$ cat config.mk
export PLATFORM = sky130hd
export DESIGN_NAME = svc_watchdog
export DESIGN_NICKNAME = d
export VERILOG_FILES = /design/src/rtl/svc_wdog_pkg.sv /design/src/rtl/wdog_win_ctr.sv /design/src/rtl/wdog_cfg_reg.sv /design/src/rtl/wdog_svc_judge.sv /design/src/rtl/svc_watchdog.sv
export SDC_FILE = /design/constraint.sdc
export NUM_CORES = 1
export LEC_CHECK = 0
export BUFFER_PORTS_ARGS = -buffer_cell sky130_fd_sc_hd__buf_2
export CAP_MARGIN = 20
export CORE_AREA = 2 2 62 64
export CTS_CLUSTER_DIAMETER = 200
export DETAILED_ROUTE_END_ITERATION = 7
export DIE_AREA = 0 0 64 66
export GPL_TIMING_DRIVEN = 0
export PLACE_DENSITY_LB_ADDON = 0.25
export SYNTH_ARGS = -nofsm -noshare
export SYNTH_HDL_FRONTEND = slang
export SYNTH_HIERARCHICAL = 1
export SYNTH_SLANG_ARGS = --single-unit
$ cat constraint.sdc
create_clock -name clk -period 2.9 [get_ports clk]
set_input_delay 0.58 -clock clk [delete_from_list [all_inputs] [get_ports clk]]
set_output_delay 0.58 -clock clk [all_outputs]
set_load 0.03 [all_outputs]
$ cat src/rtl/svc_wdog_pkg.sv
package svc_wdog_pkg;
  localparam logic [4:0] SVC_KEY = 5'b01100;

  typedef struct packed {
    logic [1:0] win;
    logic [4:0] key;
    logic       cmon;
  } svc_word_t;
endpackage

$ cat src/rtl/wdog_win_ctr.sv
module wdog_win_ctr #(
  parameter int CNT_W = 16
) (
  input  logic             clk,
  input  logic             rst_n,
  input  logic             clr,
  input  logic             adv,
  input  logic [CNT_W:0]   limit,
  output logic [CNT_W-1:0] cnt,
  output logic             expire
);
  logic [CNT_W-1:0] cnt_d;
  logic [CNT_W:0]   last;

  assign last   = limit - 1'b1;
  assign expire = adv && ({1'b0, cnt} == last);

  always_comb begin
    cnt_d = cnt;
    if (clr) begin
      cnt_d = '0;
    end else if (adv) begin
      if (expire) cnt_d = '0;
      else        cnt_d = cnt + 1'b1;
    end
  end

  always_ff @(posedge clk or negedge rst_n) begin
    if (!rst_n) cnt <= '0;
    else        cnt <= cnt_d;
  end
endmodule

$ cat src/rtl/wdog_cfg_reg.sv
module wdog_cfg_reg (
  input  logic       clk,
  input  logic       rst_n,
  input  logic       load,
  input  logic [1:0] win_in,
  input  logic       cmon_in,
  output logic [1:0] win,
  output logic       cmon,
  output logic       first
);
  logic [1:0] win_d;
  logic       cmon_d;
  logic       first_d;

  always_comb begin
    win_d   = win;
    cmon_d  = cmon;
    first_d = first;
    if (load && first) begin
      win_d   = win_in;
      cmon_d  = cmon_in;
      first_d = 1'b0;
    end
  end

  always_ff @(posedge clk or negedge rst_n) begin
    if (!rst_n) begin
      win   <= 2'b11;
      cmon  <= 1'b1;
      first <= 1'b1;
    end else begin
      win   <= win_d;
      cmon  <= cmon_d;
      first <= first_d;
    end
  end
endmodule

$ cat src/rtl/wdog_svc_judge.sv
module wdog_svc_judge
  import svc_wdog_pkg::*;
#(
  parameter int CNT_W       = 16,
  parameter int LOWER_TICKS = 2048
) (
  input  logic [7:0]       word,
  input  logic [1:0]       win,
  input  logic             cmon,
  input  logic             first,
  input  logic [CNT_W-1:0] cnt,
  output logic             svc_ok
);
  svc_word_t got;
  svc_word_t want;
  logic      in_window;

  assign got       = svc_word_t'(word);
  assign want      = '{win: win, key: SVC_KEY, cmon: cmon};
  assign in_window = (cnt >= CNT_W'(LOWER_TICKS));

  always_comb begin
    if (first) svc_ok = (got.key == SVC_KEY);
    else       svc_ok = (got == want) && in_window;
  end
endmodule

$ cat src/rtl/svc_watchdog.sv
module svc_watchdog #(
  parameter int LOWER_TICKS = 2048,
  parameter int BASE_UPPER  = 8192
) (
  input  logic       clk,
  input  logic       rst_n,
  input  logic       tick_en,
  input  logic       wr_en,
  input  logic [7:0] wr_data,
  output logic [7:0] rd_data,
  input  logic       halt_i,
  input  logic       idle_i,
  input  logic       osc_xtal_i,
  input  logic       clk_dly_i,
  output logic       wd_err_o
);
  localparam int             CNT_W  = $clog2(BASE_UPPER) + 3;
  localparam logic [CNT_W:0] BASE_L = (CNT_W + 1)'(BASE_UPPER);

  logic             halt_q, idle_q;
  logic             asleep, wake, active;
  logic             svc, adv, clr, svc_ok, expire;
  logic             err_d, err_q;
  logic [1:0]       win;
  logic             cmon, first;
  logic [CNT_W:0]   limit;
  logic [CNT_W-1:0] cnt;

  assign asleep = halt_i | idle_i;
  assign wake   = (halt_q | idle_q) & ~asleep;
  assign active = ~asleep & ~wake;
  assign svc    = active & wr_en;
  assign adv    = active & ~wr_en & tick_en;
  assign clr    = svc | (wake & (idle_q | osc_xtal_i | clk_dly_i));
  assign limit  = BASE_L << win;
  assign err_d  = (svc & ~svc_ok) | expire;

  wdog_win_ctr #(.CNT_W(CNT_W)) u_ctr (
    .clk(clk), .rst_n(rst_n), .clr(clr), .adv(adv),
    .limit(limit), .cnt(cnt), .expire(expire)
  );

  wdog_svc_judge #(.CNT_W(CNT_W), .LOWER_TICKS(LOWER_TICKS)) u_judge (
    .word(wr_data), .win(win), .cmon(cmon), .first(first),
    .cnt(cnt), .svc_ok(svc_ok)
  );

  wdog_cfg_reg u_cfg (
    .clk(clk), .rst_n(rst_n), .load(svc & svc_ok),
    .win_in(wr_data[7:6]), .cmon_in(wr_data[0]),
    .win(win), .cmon(cmon), .first(first)
  );

  always_ff @(posedge clk or negedge rst_n) begin
    if (!rst_n) begin
      halt_q <= 1'b0;
      idle_q <= 1'b0;
      err_q  <= 1'b0;
    end else begin
      halt_q <= halt_i;
      idle_q <= idle_i;
      err_q  <= err_d;
    end
  end

  assign wd_err_o = err_q;
  assign rd_data  = {win, 5'b00000, cmon};
endmodule

==> summary.md, run 1 <==
| Metric | Value |
|---|---|
| Status | `complete, no violations` |
| CORE AREA | `0.00355 mm2` |
| Critical Path AT | `2.99 ns` |
| Final period util | `95.8%` |
| RSZ-0062 raised after global routing | `no` |
| Setup TNS | `0 ns` |
| # setup viols final | `0` |
| Cell family with most CP delay | `simple AND/OR/NAND/NOR gates` |
| Number of inserted diodes | `0` |
| Skew-Pair Late Insertion Delay | `0.31 ns` |
| Routed via count | `1685` |
| I/O pin cnt | `25` |
| CP max-delay cell | `dfstp_2` |
| Slew headroom | `54.9%` |
| H-tree level count | `1` |
| DP Wirelength | `3.05 mm` |
| FFs w/ async S/R, synth | `100%` |
| Gr usage total | `21.2%` |
| Post-synthesis cell type count | `55` |
| Num CTS Buffers | `3` |
| Max-slew violations | `0` |
| Initial Util | `53.1%` |
| CTS tree | `done` |
| # DRC | `0` |
| Clk sink count | `23` |
| Most common cell after layout, fill and taps aside | `conb_1` |
| Seq/Total Area, Yosys | `30.8%` |
| LEAKAGE | `1.06 nW` |
| Final nets | `303` |
| #FFs+latches synth | `23` |
| Pwr per Cell Area | `261 mW/mm2` |
| Tmin final | `2.78 ns` |
| Placer congestion estimate | `0.851` |
| Final hold vios | `0` |
| IO buf count | `19` |
| CP Cell Sequence | `nor2_1, or3_1, or3_1, a32o_1, or4_1, buf_2, nand2b_4, buf_6, nor2_1` |
| Area growth, synth to finish | `19.2%` |
| Most frequent cells in the layout | `47 x conb_1, 22 x buf_2, 21 x nor2_1` |
| Vias in the first global route | `1583` |
| Largest net degree at the start of global routing | `24` |
| Post-CTS sizing | `0` |
| Router iterations before antenna repair | `4` |
| Reg clk slew, reported paths | `0.12 ns` |
| Die width | `64 um` |
| Final core utilization | `63.3%` |
| Die Area | `0.00422 mm2` |
| Worst hold slack | `0.216 ns` |
| Per-cell routed wire length | `11.9 um` |
| CP max stage delay | `0.61 ns` |
| Worst path bufs/invs | `2` |
| Crit start category | `register` |
| Kind of critical path | `reg -> reg` |
| First-pass GRT wire length | `7.14 mm` |
| Remaining Overflow, GRT | `0` |
| Worst Clk Skew | `0.00549 ns` |
| CP endpoint kind | `register` |
| Clk buf depth | `2` |
| Initial antenna violation count | `0` |
| CTS root buffer | `clkbuf_4` |
| Peak VDD IR | `303 uV` |
| Max Cap Violations | `0` |
| Die H | `66 um` |
| Top FF cell, synth | `dfrtp_1` |
| Average size of a mapped cell | `8.82 um2` |
| Post-synth EDFFs | `0` |
| Antenna viol nets, final | `0` |
| Cell Rows | `22` |
| Synth warnings | `6` |
| Critical Path RT | `3.11 ns` |
| Gate Count Post-Synth | `214` |
| Final wirelength | `3.95 mm` |
| Fmax | `360 MHz` |
| Worst min path class | `in -> async` |
| Crit-path max FO | `10` |
| Initial DRC count | `89` |
| Avg Vias per Cell | `5.08` |
| Cell Area, Synth | `0.00189 mm2` |
| Worst slew pin tran | `0.670 ns` |
| Share of cells above drive strength 1 | `18.0%` |
sequential cells by signal (all words and copies together) (netlist names):
register and cells:
halt_q 1, idle_q 1, u_cfg/cmon 1, u_cfg/first 1, u_cfg/win 2, u_ctr/cnt 16, wd_err_o 1
power breakdown:
group	switching [mW]	internal, mW
Clock	0.0932	0.0538
Sequential	0.00540	0.325
Combinational	0.0663	0.0446
Total	0.165	0.423
worst reg2reg max path, delay by kind of cell, from the launching register on:
family | cells | cell delay (ns)
compound gates | 1 | 0.21
buf+inv | 2 | 0.33
flops | 1 | 0.61
simple gates | 6 | 1.53
final timing paths:
check | startpoint | cells past startpoint | slack, ns | endpoint
worst min register to register | u_cfg/first$_DFFE_PN1P_ | 1 | 0.57 | u_cfg/first$_DFFE_PN1P_
worst max-delay path | u_cfg/win[0]$_DFFE_PN1P_ | 9 | 0.12 | u_ctr/cnt[9]$_DFFE_PN0P_
min in group clk | idle_i | 1 | 0.41 | idle_q$_DFF_PN0_
worst max register to register | u_cfg/win[0]$_DFFE_PN1P_ | 9 | 0.12 | u_ctr/cnt[9]$_DFFE_PN0P_
max in group asynchronous | rst_n | 1 | 2.32 | u_cfg/first$_DFFE_PN1P_
worst min-delay path | rst_n | 1 | 0.22 | idle_q$_DFF_PN0_
area by class of cell:
| type | instances | area (um2) |
|---|---|---|
| Buffer | 18 | 101 |
| Fill cell | 327 | 1300 |
| Clock buffer | 4 | 26.3 |
| Multi-Input combinational cell | 215 | 1360 |
| Sequential cell | 23 | 581 |
| Tap cell | 48 | 60.1 |
| Timing Repair Buffer | 20 | 103 |
| Inverter | 4 | 15.0 |
cell usage after synthesis (3+ instances only):
master | instances | share of area (%)
buf_4 | 6 | 2.4
xor2_1 | 17 | 7.9
a21oi_1 | 3 | 0.80
mux2_4 | 3 | 2.4
nand2b_1 | 3 | 0.99
and2_1 | 3 | 0.99
nor2_1 | 21 | 4.2
nor2b_1 | 3 | 0.99
or3_1 | 4 | 1.3
nor3_1 | 6 | 1.6
and3_1 | 6 | 2.0
dfrtp_1 | 19 | 25
xnor2_1 | 16 | 7.4
inv_1 | 4 | 0.80
nand4_1 | 9 | 3.0
a31oi_1 | 4 | 1.3
buf_2 | 3 | 0.80
o31ai_1 | 4 | 1.6
or4_1 | 8 | 3.2
nand3_1 | 10 | 2.7
dfstp_2 | 4 | 5.6
nand2_1 | 7 | 1.4
nor4_1 | 5 | 1.7
clkbuf_1 | 8 | 1.6
metal layers:
metal | global-route usage (%) | vias up | wire length, um
li1 | - | 874 | -
met4 | 8.70 | 0 | 63
met1 | 28.1 | 781 | 1850
met5 | 0 | - | 0
met2 | 36.3 | 24 | 1960
met3 | 1.02 | 6 | 70
cell families after synthesis:
logic type,count (synthesis),synth area share (%)
other cells,1,0.199
mux,4,2.98
flops,23,30.8
fa+ha+maj,2,1.33
buf+inv,22,6.17
compound gates,27,10.9
simple gates,102,32.3
xor+xnor,33,15.3
timing repair:
item | 4_1_cts | 5_1_grt
endpoints found under the setup margin | 0 | 10
buffers inserted | 0 | 1
hold buffers | 0 | 0
per-stage QoR:
step | power, mW | instance area, um2 | setup WS [ns] | std cells
floorplan | 0.413 | 2060 | 0.215 | 260
global placement | 0.437 | 2210 | -0.143 | 327
detailed placement | 0.439 | 2210 | -0.149 | 327
CTS | 0.586 | 2240 | 0.119 | 331
global route | 0.625 | 2250 | 0.00382 | 332
finish | 0.588 | 2250 | 0.121 | 332
Power figures use the tool's default switching activity.
==> inputs of run 2 (changes only) <==
- CTS_BUF_LIST: not set -> sky130_fd_sc_hd__clkbuf_16
- CTS_CLUSTER_SIZE: not set -> 10
==> summary.md, run 2 (synthesis results as in run 1) <==
| Metric | Value |
|---|---|
| Status | `complete, no violations` |
| Initial antenna violation count | `0` |
| Crit-path max FO | `10` |
| Fmax | `362 MHz` |
| Vias in the first global route | `1583` |
| R2r startpoint | `u_cfg/win[0]$_DFFE_PN1P_` |
| Gr usage total | `21.1%` |
| GRT met3 Usage | `1.53%` |
| I/O pin cnt | `25` |
| Routing usage on met2 | `35.8%` |
| Worst Clk Skew | `0.00179 ns` |
| Pwr per Cell Area | `317 mW/mm2` |
| Placed cell area | `0.00221 mm2` |
| Fillers | `312` |
| Initial DRC count | `86` |
| Antenna viol nets, final | `0` |
| Most Crowded Layer GR | `met2` |
| Pwr Total | `0.733 mW` |
| Critical path launch point | `u_cfg/win[0]$_DFFE_PN1P_` |
| Final hold vios | `0` |
| H-tree level count | `1` |
| Die H | `66 um` |
| Setup TNS | `0 ns` |
| Avg Vias per Cell | `5.09` |
| CTS tree | `done` |
| Per-cell routed wire length | `11.8 um` |
| DP Wirelength | `3.05 mm` |
| CP endpoint kind | `register` |
| Fin cells | `332` |
| Peak VDD IR | `328 uV` |
| Net Sw Frac | `24.5%` |
| Final period util | `95.2%` |
| Setup WS post-layout | `0.138 ns` |
| RSZ-0062 raised after global routing | `no` |
| Pre-CTS setup slack | `-0.149 ns` |
| Final wirelength | `3.91 mm` |
| Worst slew pin tran | `0.672 ns` |
| LEAKAGE | `1.09 nW` |
| Combinational share of power | `15.2%` |
| Share of cells above drive strength 1 | `18.3%` |
| Die Area | `0.00422 mm2` |
| Clk buf depth | `2` |
| Slew headroom | `54.8%` |
| Area growth, synth to finish | `22.5%` |
| Placed cell count | `327` |
| CORE AREA | `0.00355 mm2` |
| Reg clk slew, reported paths | `0.06 ns` |
| Initial Util | `53.1%` |
| Switching power | `0.179 mW` |
| Internal | `0.554 mW` |
| Die width | `64 um` |
| Flop pwr share | `45.1%` |
| Critical Path AT | `2.91 ns` |
| Router iterations before antenna repair | `4` |
| Most common cell after layout, fill and taps aside | `conb_1` |
| Top reg by flops | `u_ctr/cnt` |
| Crit start category | `register` |
| Most frequent cells in the layout | `47 x conb_1, 22 x buf_2, 21 x nor2_1` |
| Num CTS Buffers | `3` |
| Remaining Overflow, GRT | `0` |
| Clk sink count | `23` |
| Final nets | `303` |
| Largest net degree at the start of global routing | `24` |
| Max-slew violations | `0` |
| Placer congestion estimate | `0.851` |
| Skew-Pair Late Insertion Delay | `0.25 ns` |
| M1 GR Usage | `28.0%` |
| # DRC | `0` |
| IO buf count | `19` |
| Routed via count | `1689` |
| Clock power share | `39.6%` |
| First-pass GRT wire length | `7.11 mm` |
| Tmin final | `2.76 ns` |
| CTS root buffer | `clkbuf_16` |
| Max reg flops | `16` |
| Cell Rows | `22` |
| # setup viols final | `0` |
| Post-route design area | `0.00231 mm2` |
| Kind of critical path | `reg -> reg` |
| Critical Path RT | `3.04 ns` |
| Number of inserted diodes | `0` |
| Largest registers | `u_ctr/cnt: 16 flops, u_cfg/win: 2 flops` |
| Max Cap Violations | `0` |
| Worst min path class | `in -> async` |
run 2: power by group through the flow:
| stage | combinational [mW] | clock [mW] | sequential, mW |
|---|---|---|---|
| finish | 0.112 | 0.291 | 0.331 |
| CTS | 0.104 | 0.297 | 0.330 |
| floorplan | 0.0776 | 0 | 0.335 |
| global route | 0.126 | 0.309 | 0.332 |
| global placement | 0.102 | 0 | 0.335 |
| detailed placement | 0.103 | 0 | 0.336 |
run 2: layout make-up:
class | instances | area (um2) | share of cell area (%)
Multi-Input combinational cell | 215 | 1370 | 59.4
Sequential cell | 23 | 581 | 25.1
Timing Repair Buffer | 20 | 103 | 4.44
Buffer | 18 | 101 | 4.39
Clock buffer | 3 | 75.1 | 3.25
Tap cell | 48 | 60.1 | 2.60
Inverter | 4 | 15.0 | 0.650
Clock inverter | 1 | 3.75 | 0.162
run 2: final timing paths:
path	end	slack [ns]	cells past startpoint
hold reg to reg	u_cfg/first$_DFFE_PN1P_	0.56	1
min in group clk	halt_q$_DFF_PN0_	0.49	1
setup reg to reg	u_ctr/cnt[9]$_DFFE_PN0P_	0.14	9
setup / recovery	u_ctr/cnt[9]$_DFFE_PN0P_	0.14	9
max in group asynchronous	u_cfg/win[0]$_DFFE_PN1P_	2.25	1
hold / removal	idle_q$_DFF_PN0_	0.29	1
run 2: worst max-delay path, cell delays in order (launching register included):
cell and delay [ns]:
dfstp_2 0.58, nor2_1 0.09, or3_1 0.42, or3_1 0.33
a32o_1 0.21, or4_1 0.53, buf_2 0.19, nand2b_4 0.10
buf_6 0.14, nor2_1 0.05
run 2: layer usage:
layer  share of wire [%]  wire, um  vias up
met5                   0         0        -
li1                    -         -      876
met2                  50      1970       23
met1                  46      1800      784
met4                 1.6        61        0
met3                 2.0        80        6
run 2: per-stage QoR:
step | util (%) | hold slack (ns)
3_3_place_gp | 62.4 | 0.550
6_report | 65.1 | 0.292
4_1_cts | 64.6 | 0.305
2_1_floorplan | - | 0.284
3_5_place_dp | 62.4 | 0.552
5_1_grt | 65.1 | 0.333
run 2: what timing repair did:
action                     CTS  global route
setup endpoints to repair    0            10
hold buffers                 0             0
setup buffers                0             1
gates resized for setup      0             2
==> inputs of run 3 (changes only) <==
- CELL_PAD_IN_SITES_DETAIL_PLACEMENT: not set -> 0
- CELL_PAD_IN_SITES_GLOBAL_PLACEMENT: not set -> 1
- CORE_AREA: 2 2 62 64 -> 2 2 69 71
- DIE_AREA: 0 0 64 66 -> 0 0 71 73
==> summary.md, run 3 (synthesis results as in run 1) <==
| Metric | Value |
|---|---|
| Cell Rows | `25` |
| Placer congestion estimate | `0.771` |
| Die H | `73 um` |
| Max Cap Violations | `0` |
| First-pass GRT wire length | `7.04 mm` |
| Most Crowded Layer GR | `met2` |
| Worst Reg-to-Reg Cells | `9` |
| RSZ-0062 raised after global routing | `no` |
| Kind of critical path | `reg -> reg` |
| Remaining Overflow, GRT | `0` |
| H-tree level count | `1` |
| Final nets | `302` |
| Net Sw Frac | `24.7%` |
| Fin cells | `337` |
| CTS root buffer | `clkbuf_16` |
| Fmax | `362 MHz` |
| Critical Path AT | `2.91 ns` |
| Pwr Total | `0.736 mW` |
| Combinational share of power | `15.2%` |
| Switching power | `0.182 mW` |
| I/O pin cnt | `25` |
| Initial DRC count | `94` |
| Peak VDD IR | `256 uV` |
| Reg clk slew, reported paths | `0.06 ns` |
| Reg2Reg Setup Slack | `0.14 ns` |
| Final wirelength | `4.07 mm` |
| Skew-Pair Late Insertion Delay | `0.26 ns` |
| Max-slew violations | `0` |
| Pwr per Cell Area | `319 mW/mm2` |
| Routed via count | `1663` |
| Gr usage total | `17.2%` |
| # setup viols final | `0` |
| Tmin final | `2.76 ns` |
| Clk sink count | `23` |
| Worst Clk Skew | `0.00415 ns` |
| Max reg flops | `16` |
| Area growth, synth to finish | `22.5%` |
| Placed cell area | `0.00222 mm2` |
| Initial antenna violation count | `0` |
| Num CTS Buffers | `3` |
| Largest net degree at the start of global routing | `24` |
| Worst slew pin tran | `0.646 ns` |
| Share of cells above drive strength 1 | `18.0%` |
| CP endpoint kind | `register` |
| Per-cell routed wire length | `12.1 um` |
| Router iterations before antenna repair | `4` |
| Flop pwr share | `44.9%` |
| Crit start category | `register` |
| Crit-path max FO | `10` |
| Placed cell count | `333` |
| CORE AREA | `0.00454 mm2` |
| Die width | `71 um` |
| Avg Vias per Cell | `4.93` |
| Final period util | `95.3%` |
| Area occupied by multi-input gates | `0.00137 mm2` |
| Setup TNS | `0 ns` |
| Initial Util | `41.6%` |
| Worst min path class | `in -> async` |
| Largest registers | `u_ctr/cnt: 16 flops, u_cfg/win: 2 flops` |
| Status | `complete, no violations` |
| Critical Path RT | `3.04 ns` |
| LEAKAGE | `1.09 nW` |
| Clock power share | `39.9%` |
| CP endpoint | `u_ctr/cnt[3]$_DFFE_PN0P_` |
| R2r startpoint | `u_cfg/win[1]$_DFFE_PN1P_` |
| Number of inserted diodes | `0` |
| Clk buf depth | `2` |
| Slew headroom | `56.5%` |
| # DRC | `0` |
| Antenna viol nets, final | `0` |
| IO buf count | `19` |
| Worst r2r dst | `u_ctr/cnt[3]$_DFFE_PN0P_` |
| GRT met3 Usage | `1.66%` |
| Internal | `0.554 mW` |
| Most common cell after layout, fill and taps aside | `conb_1` |
| Post-CTS setup buffers | `0` |
| Vias in the first global route | `1546` |
| CTS tree | `done` |
| M1 GR Usage | `22.7%` |
| Most frequent cells in the layout | `47 x conb_1, 22 x buf_2, 21 x nor2_1` |
| Final hold vios | `0` |
| Critical path launch point | `u_cfg/win[1]$_DFFE_PN1P_` |
| DP Wirelength | `3.14 mm` |
| Fillers | `446` |
| Routing usage on met2 | `29.7%` |
| Die Area | `0.00518 mm2` |
| FF+latch area | `581 um2` |
| Top reg by flops | `u_ctr/cnt` |
| Post-route design area | `0.00231 mm2` |
==> run 3: layer usage <==
metal  wire, um  share of wire (%)
met5          0                  0
met2       2020                 50
met3         74                1.8
met1       1930                 47
met4         47                1.2
==> run 3: worst min-delay path by stage <==
stage / cells past startpoint / start / to / slack (ns)
after floorplan: 0 / rst_n / halt_q$_DFF_PN0_ / 0.28
after global placement: 1 / u_cfg/first$_DFFE_PN1P_ / u_cfg/first$_DFFE_PN1P_ / 0.55
after detailed placement: 1 / u_cfg/first$_DFFE_PN1P_ / u_cfg/first$_DFFE_PN1P_ / 0.55
after CTS: 1 / rst_n / u_ctr/cnt[8]$_DFFE_PN0P_ / 0.31
after global routing: 1 / rst_n / u_ctr/cnt[7]$_DFFE_PN0P_ / 0.34
final: 1 / rst_n / u_ctr/cnt[8]$_DFFE_PN0P_ / 0.30
==> run 3: final cells by class <==
class	instances	area share [%]
multi-input cells	215	59.4
flip-flops and latches	23	25.1
plain buffers	18	4.39
repair buffers	19	4.11
clock buffers	3	3.25
well taps	54	2.92
inverters	4	0.650
clock inverters	1	0.162
==> run 3: power groups by stage <==
stage	clock, mW	combinational (mW)	sequential (mW)
2_1_floorplan	0	0.0776	0.335
3_3_place_gp	0	0.103	0.336
3_5_place_dp	0	0.104	0.336
4_1_cts	0.301	0.104	0.330
5_1_grt	0.318	0.127	0.331
6_report	0.293	0.112	0.331
==> run 3: timing repair <==
item	CTS	global route
hold buffers	0	0
setup endpoints to repair	0	10
endpoints found under the hold margin	0	0
resized for setup	0	2
==> run 3: critical path: stages (launching register included) <==
cell,delay (ns)
dfstp_2,0.59
nor2_1,0.09
or3_1,0.42
or3_1,0.32
a32o_1,0.21
or4_1,0.53
buf_2,0.19
nand2b_4,0.10
buf_6,0.14
nor2_1,0.05
==> run 3: metrics by stage <==
step                util, %  setup slack, ns  hold slack, ns
finish                 51.0            0.137           0.298
global route           51.0           0.0125           0.340
CTS                    50.7           0.0683           0.309
detailed placement     49.0           -0.187           0.550
global placement       49.0           -0.196           0.550
floorplan                 -            0.215           0.284
